## src/rtl/pwm_sync_pkg.sv

```systemverilog
package pwm_sync_pkg;
    localparam int unsigned BUS_W      = 32;
    localparam int unsigned BUS_ADDR_W = 8;

    localparam logic [BUS_ADDR_W-1:0] SYNC_OFS   = 8'h04;
    localparam logic [BUS_ADDR_W-1:0] PERIOD_OFS = 8'h10;
    localparam logic [BUS_ADDR_W-1:0] COUNT_OFS  = 8'h20;

    typedef enum logic {
        SF_IDLE = 1'b0,
        SF_PEND = 1'b1
    } sync_state_e;
endpackage

```

## src/rtl/sync_flag.sv

```systemverilog
module sync_flag
    import pwm_sync_pkg::*;
(
    input  logic clk,
    input  logic rst_n,
    input  logic tick,
    input  logic req,
    output logic pending,
    output logic apply
);
    sync_state_e state_q, state_d;

    always_comb begin
        state_d = state_q;
        unique case (state_q)
            SF_IDLE: if (req)  state_d = SF_PEND;
            SF_PEND: if (tick) state_d = SF_IDLE;
            default:           state_d = SF_IDLE;
        endcase
    end

    always_ff @(posedge clk or negedge rst_n) begin
        if (!rst_n) state_q <= SF_IDLE;
        else        state_q <= state_d;
    end

    always_comb begin
        pending = (state_q == SF_PEND);
        apply   = (state_q == SF_PEND) && tick;
    end


    flag_clears_on_tick_chk: assert property (@(posedge clk) disable iff (!rst_n)
        (pending && tick) |=> !pending);

    flag_holds_without_tick_chk: assert property (@(posedge clk) disable iff (!rst_n)
        (pending && !tick) |=> pending);
endmodule

```

## src/rtl/tbase_counter.sv

```systemverilog
module tbase_counter #(
    parameter int unsigned CNT_W = 16
) (
    input  logic             clk,
    input  logic             rst_n,
    input  logic             tick,
    input  logic             clear,
    input  logic [CNT_W-1:0] period,
    output logic [CNT_W-1:0] count
);
    always_ff @(posedge clk or negedge rst_n) begin
        if (!rst_n) begin
            count <= '0;
        end else if (tick) begin
            if (clear || count >= period) count <= '0;
            else                          count <= count + 1'b1;
        end
    end


    hold_without_tick_chk: assert property (@(posedge clk) disable iff (!rst_n)
        !tick |=> $stable(count));

    clear_loads_zero_chk: assert property (@(posedge clk) disable iff (!rst_n)
        (tick && clear) |=> (count == '0));
endmodule

```

## src/rtl/pwm_tbase_sync.sv

```systemverilog
module pwm_tbase_sync
    import pwm_sync_pkg::*;
#(
    parameter int unsigned NUM_GEN    = 4,
    parameter int unsigned CNT_W      = 16,
    parameter int unsigned PERIOD_RST = 255
) (
    input  logic                  clk,
    input  logic                  rst_n,
    input  logic                  pwm_tick,
    input  logic [BUS_ADDR_W-1:0] bus_addr,
    input  logic                  bus_wr_en,
    input  logic [BUS_W-1:0]      bus_wdata,
    output logic [BUS_W-1:0]      bus_rdata
);
    localparam int unsigned PAD_SYNC = BUS_W - NUM_GEN;
    localparam int unsigned PAD_CNT  = BUS_W - CNT_W;

    logic [NUM_GEN-1:0] pend;
    logic [NUM_GEN-1:0] apply;
    logic [CNT_W-1:0]   period_q [NUM_GEN];
    logic [CNT_W-1:0]   count    [NUM_GEN];

    wire sync_wr = bus_wr_en && (bus_addr == SYNC_OFS);

    for (genvar g = 0; g < NUM_GEN; g++) begin : g_gen
        localparam logic [BUS_ADDR_W-1:0] PER_ADDR = PERIOD_OFS + BUS_ADDR_W'(4 * g);

        always_ff @(posedge clk or negedge rst_n) begin
            if (!rst_n)
                period_q[g] <= CNT_W'(PERIOD_RST);
            else if (bus_wr_en && bus_addr == PER_ADDR)
                period_q[g] <= bus_wdata[CNT_W-1:0];
        end

        sync_flag u_flag (
            .clk     (clk),
            .rst_n   (rst_n),
            .tick    (pwm_tick),
            .req     (sync_wr && bus_wdata[g]),
            .pending (pend[g]),
            .apply   (apply[g])
        );

        tbase_counter #(.CNT_W(CNT_W)) u_cnt (
            .clk    (clk),
            .rst_n  (rst_n),
            .tick   (pwm_tick),
            .clear  (apply[g]),
            .period (period_q[g]),
            .count  (count[g])
        );
    end

    always_comb begin
        bus_rdata = '0;
        if (bus_addr == SYNC_OFS)
            bus_rdata = {{PAD_SYNC{1'b0}}, pend};
        for (int i = 0; i < NUM_GEN; i++) begin
            if (bus_addr == PERIOD_OFS + BUS_ADDR_W'(4 * i))
                bus_rdata = {{PAD_CNT{1'b0}}, period_q[i]};
            if (bus_addr == COUNT_OFS + BUS_ADDR_W'(4 * i))
                bus_rdata = {{PAD_CNT{1'b0}}, count[i]};
        end
    end


    reserved_zero_chk: assert property (@(posedge clk) disable iff (!rst_n)
        (bus_addr == SYNC_OFS) |-> (bus_rdata[BUS_W-1:NUM_GEN] == '0));

    request_raises_flag_chk: assert property (@(posedge clk) disable iff (!rst_n)
        (sync_wr && bus_wdata[0] && !pwm_tick) |=> pend[0]);

    zero_write_no_flag_chk: assert property (@(posedge clk) disable iff (!rst_n)
        (sync_wr && !bus_wdata[0] && !pend[0]) |=> !pend[0]);
endmodule

```

## config.mk

```make
export PLATFORM = sky130hd
export DESIGN_NAME = pwm_tbase_sync
export DESIGN_NICKNAME = d
export VERILOG_FILES = /design/src/rtl/pwm_sync_pkg.sv /design/src/rtl/sync_flag.sv /design/src/rtl/tbase_counter.sv /design/src/rtl/pwm_tbase_sync.sv
export SDC_FILE = /design/constraint.sdc
export NUM_CORES = 1
export LEC_CHECK = 0
export BUFFER_PORTS_ARGS = -buffer_cell sky130_fd_sc_hd__buf_2
export CAP_MARGIN = 20
export CORE_UTILIZATION = 50
export CTS_CLUSTER_DIAMETER = 40
export DETAILED_ROUTE_END_ITERATION = 10
export PLACE_DENSITY = 0.77
export SETUP_SLACK_MARGIN = 0.5
export SYNTH_ARGS = -nofsm -noshare
export SYNTH_HDL_FRONTEND = slang
export SYNTH_SLANG_ARGS = --single-unit
export TNS_END_PERCENT = 1
```

## constraint.sdc

```tcl
create_clock -name clk -period 2.7 [get_ports clk]
set_input_delay 0.405 -clock clk [delete_from_list [all_inputs] [get_ports clk]]
set_output_delay 0.405 -clock clk [all_outputs]
set_load 0.005 [all_outputs]
```

# Word level (Yosys, flattened, before mapping)
# Cells that the tools add are included.
[word_totals]
output_inout_bits = 32
word_cells = 72
register_bits = 132
input_bits = 44
[classes]
n_mux = 22
n_bitwise = 4
reduce_logical = 17
add_sub_neg = 4
order_cmp = 4
n_eq_ne = 9
[ops]
columns = ["operator", "n"]
rows = [
  ["two-way mux 32 bit", 8],
  ["adder 16 x 1 -> 16 bit, second input constant", 4],
  [">= comparator 16 bit", 4],
  ["two-way mux 16 bit", 4],
  ["== test 8 x 5 -> 1 bit, second input constant", 4],
  ["== test 8 x 6 -> 1 bit, second input constant", 4],
  ["logical AND 1 bit", 13],
  ["== test 8 x 3 -> 1 bit, second input constant", 1],
  ["one-hot mux 1 bit (2 select lines)", 4],
  ["two-way mux 1 bit", 5],
  ["logical OR 1 bit", 4],
  ["two-way mux 4 bit", 1],
  ["inverter 1 bit", 4],
]

# Longest topological paths before layout
[logic_depth]
ltp_word = 10
mapped_depth = 9
depth_no_buf = 8

# By module
# A second synthesis with hierarchy kept.
[hier_totals]
cells_unflattened = 1000
hier_area_um2 = 9567.9
[modules_own_cells]
columns = ["module", "instances", "seq_area_each_um2", "area_per_inst_um2", "cells_per_inst"]
rows = [
  ["tbase_counter", 4, 400.4, 1244.9, 134],
  ["pwm_tbase_sync", 1, 1641.6, 4403.0, 448],
  ["sync_flag", 4, 25.0, 46.3, 4],
]

# Worst setup path after synthesis
# Ideal clock, no wire load.
[synth_timing]
path_kind = "reg-to-reg"
start = "reg period_q[18] (netlist name)"
end = "reg g_gen[2].u_cnt.count[3]"
setup_ps = 90
t_arrival_ps = 2332
path_stages_with_launch = 9
t_required_ps = 2610
n_path_buf = 0
setup_slack_ps = 278
period_less_slack_ps = 2422
cell_sequence = "dfstp_2 inv_1 ha_1 a211oi_2 o21ai_1 a221o_1 a211o_1 or4b_1 o221ai_1"
[synth_via]
elab_chain_len = 3
[synth_rtl]
columns = ["element", "line_no", "source"]
rows = [
  ["start: declaration", "pwm_tbase_sync.sv:21", "logic [CNT_W-1:0] period_q [NUM_GEN];"],
  ["start signal: indexed assignment", "pwm_tbase_sync.sv:31", "period_q[g] <= CNT_W'(PERIOD_RST);"],
  ["start signal: indexed assignment", "pwm_tbase_sync.sv:33", "period_q[g] <= bus_wdata[CNT_W-1:0];"],
  [">= comparator 16 bit", "tbase_counter.sv:15", "if (clear || count >= period) count <= '0;"],
  ["logical OR 1 bit", "tbase_counter.sv:15", ""],
  ["two-way mux 16 bit", "tbase_counter.sv:15", ""],
  ["end signal: assignment", "tbase_counter.sv:16", "else count <= count + 1'b1;"],
  ["end: declaration", "tbase_counter.sv:9", "output logic [CNT_W-1:0] count"],
]
# No other way between the ends.
# A chain may end at the register's enable or synchronous reset.

# Final worst setup path
[layout_timing]
start = "reg g_gen[1].u_cnt.count[10]"
end = "out bus_rdata[10]"
[layout_via]
elab_chain_len = 5
[layout_rtl]
columns = ["element", "line_no", "source"]
rows = [
  ["start: declaration", "tbase_counter.sv:9", ""],
  ["start signal: assignment", "tbase_counter.sv:16", ""],
  ["two-way mux 32 bit", "pwm_tbase_sync.sv:62", "if (bus_addr == COUNT_OFS + BUS_ADDR_W'(4 * i))"],
  ["two-way mux 32 bit", "pwm_tbase_sync.sv:60", "if (bus_addr == PERIOD_OFS + BUS_ADDR_W'(4 * i))"],
  ["two-way mux 32 bit", "pwm_tbase_sync.sv:62", ""],
  ["two-way mux 32 bit", "pwm_tbase_sync.sv:60", ""],
  ["two-way mux 32 bit", "pwm_tbase_sync.sv:62", ""],
  ["end: declaration", "pwm_tbase_sync.sv:14", "output logic [BUS_W-1:0] bus_rdata"],
]
# No other way between the ends.

==> flow_metrics.env <==
export IMPL_cp_max_fo=2
export IMPL_startpoint_type="register"
export IMPL_overflow=0
export IMPL_antenna_found_initial=2
export IMPL_synth_seq_cells=132
export IMPL_fin_ws_ns=0.1965
export IMPL_gp_congestion=0.9241
export IMPL_failed_checks="negative hold slack"
export IMPL_hold_viol_final=3
export IMPL_cts_root_buf="clkbuf_16"
export IMPL_multi_input_area_um2=4684
export IMPL_post_route_period_util_pct=92.72
export IMPL_cts_tree="yes"
export IMPL_max_slew_margin_rel_pct=53.90
export IMPL_fin_skew_ns=0.01193
export IMPL_fillers=1433
export IMPL_crit_required_ns=2.30
export IMPL_die_h_um=132.2
export IMPL_path_class="register to output port"
export IMPL_ys_flop_type="dfrtp_1"
export IMPL_ys_seq_area_share_pct=39.45
export IMPL_cts_num_sinks=132
export IMPL_dp_worst_setup_slack_ns=0.1272
export IMPL_dp_hpwl_mm=17.46
export IMPL_cts_buffers=17
export IMPL_antennaDiodeCount=0
export IMPL_dr_pass1_iters=7
export IMPL_max_freq_ghz=0.3994
export IMPL_syn_area_um2=8474
export IMPL_grt_first_pass_wirelength_mm=37.76
export IMPL_final_common_cell="dfrtp_1"
export IMPL_reg2reg_depth=8
export IMPL_io_buffers=43
export IMPL_nets=1110
export IMPL_synthCells=921
export IMPL_coreArea_um2=16580
export IMPL_postLayoutCoreUtil_pct=59.13
export IMPL_synthArstFlopShare_pct=100.0
export IMPL_worstMarginPinSlew_ns=0.6915
export IMPL_drtIter0Drc=661
export IMPL_maxSlewViolCount=0
export IMPL_synthToLayoutAreaGrowth_pct=15.71
export IMPL_synth_edff_count=0
export IMPL_ant_nets=0
export IMPL_grt_start_max_net_pins=71
export IMPL_rows=47
export IMPL_final_cell_mix="dfrtp_1 (100), nand2_1 (83), inv_1 (78)"
export IMPL_track_usage_pct=28.09
export IMPL_setup_viol=0
export IMPL_synth_distinct_cells=61
export IMPL_num_io_pins=76
export IMPL_drc_errors=0
export IMPL_setup_tns_ns=0
export IMPL_htreeDepth=4
export IMPL_p_per_area_nw_per_um2=610.1
export IMPL_min_path_type="input pin to async pin"
export IMPL_period_minus_slack_ns=2.504
export IMPL_peakVddDrop_mv=0.4617
export IMPL_area_sequential_um2=3343
export IMPL_cts_clk_slew_worst_paths_ns=0.06
export IMPL_hold_buffers=0
export IMPL_via_count=7289
export IMPL_status="finished with violations"
export IMPL_crit_path_end_kind="output port"
export IMPL_holdWs_ns=-0.02793
export IMPL_drive_gt1_share_pct=22.26
export IMPL_critPathArrivalTime_ns=2.10
export IMPL_routedWlPerCell_um=18.98
export IMPL_fp_dieW_um=132.2
export IMPL_synth_area_per_cell_um2=9.201
export IMPL_start_util_pct=51.10
export IMPL_clk_path_buf_depth=2
export IMPL_clock_latency_ns=0.43
export IMPL_vias_per_cell=5.921
export IMPL_wirelength_mm=23.37
export IMPL_leakagePower_nw=4.549
export IMPL_rsz0062_at_grt="yes"
export IMPL_grt_pass1_vias=7122
export IMPL_ys_warn_count=0
export IMPL_maxCapViolations=0
export IMPL_dieArea_um2=17470
==> worst max-delay path: stages, from the launching register on <==
cell and delay [ns]:
dfrtp_1 0.41, buf_6 0.14, a22o_1 0.20, a222oi_1 0.41, a2bb2oi_1 0.26, o22ai_2 0.12
buf_2 0.14
==> where the power goes <==
group	internal, mW	total, mW	switching [mW]
logic	0.563	1.34	0.774
clock network	1.43	2.27	0.844
registers	2.17	2.37	0.207
total	4.16	5.98	1.82
==> registers in the layout (all words and copies together), names as in the netlist <==
name and cells:
g_gen.u_cnt.count 64, period_q 64, g_gen.u_flag.pending 4
==> layout make-up <==
| cell class | instances | area share [%] |
|---|---|---|
| clock buffers | 27 | 5.027 |
| multi-input cells | 672 | 47.77 |
| clock inverters | 5 | 0.7911 |
| well taps | 220 | 2.807 |
| repair buffers | 96 | 6.482 |
| inverters | 79 | 3.024 |
| flip-flops and latches | 132 | 34.09 |
==> worst paths after layout <==
check / start / endpoint / slack, ns
setup / recovery: g_gen[1].u_cnt.count[10] / bus_rdata[10] / 0.20
hold reg to reg: period_q[13] / period_q[13] / 0.51
max in group asynchronous: rst_n / period_q[48] / 1.90
min in group clk: bus_wdata[15] / period_q[63] / 0.24
hold / removal: rst_n / g_gen[3].u_cnt.count[3] / -0.03
setup reg to reg: period_q[21] / g_gen[2].u_cnt.count[3] / 0.22
==> layer usage <==
metal	GRT usage, %	up-vias	wire length [µm]
met2	46.33	271	11290
met1	36.18	3539	9817
met4	12.13	2	813
met5	0	-	8
met3	5.190	66	1439
li1	-	3411	-
==> timing repair <==
item / in CTS / in global routing
pin swaps: 4 / 1
gates resized for setup: 7 / 5
endpoints found under the setup margin: 77 / 80
setup buffers: 2 / 1
==> synth_stat cells (all sizes together), types with 11 or more instances <==
cell type	count	area (µm²)
nor3	11	60.06
xor2	29	254.0
o22ai	14	87.58
and3	14	87.58
buf	28	181.4
nand2	83	311.6
a22oi	11	82.58
nand3	36	190.2
inv	79	296.5
nand4	14	87.58
a21oi	63	315.3
a21o	11	82.58
o21ai	76	380.4
xnor2	18	157.7
dfstp	32	840.8
nor2	58	217.7
mux2i	11	110.1
ha	68	850.8
clkbuf	25	93.84
dfrtp	100	2502
mux2	50	563.0
==> through the flow <==
step | power (mW) | cells | instance area [µm²]
finish | 5.982 | 1231 | 9806
global placement | 3.605 | 1196 | 9174
CTS | 5.985 | 1230 | 9793
global route | 6.278 | 1231 | 9806
detailed placement | 3.651 | 1196 | 9174
floorplan | 3.187 | 936 | 8548
==> logic make-up (layout without fill, tap and decap cells) <==
group / after synthesis / after routing / share of synthesized area (%)
and+or+nand+nor: 255 / 255 / 14.54
xor gates and xnor gates: 47 / 47 / 4.857
DFF: 132 / 132 / 39.45
buffers and inverters: 132 / 207 / 6.747
other: 1 / 16 / 0.04425
muxes: 61 / 61 / 7.943
AOI/OAI and AO/OA: 225 / 225 / 16.37
adders and majority gates: 68 / 68 / 10.04
(Power assumes the default switching activity.)
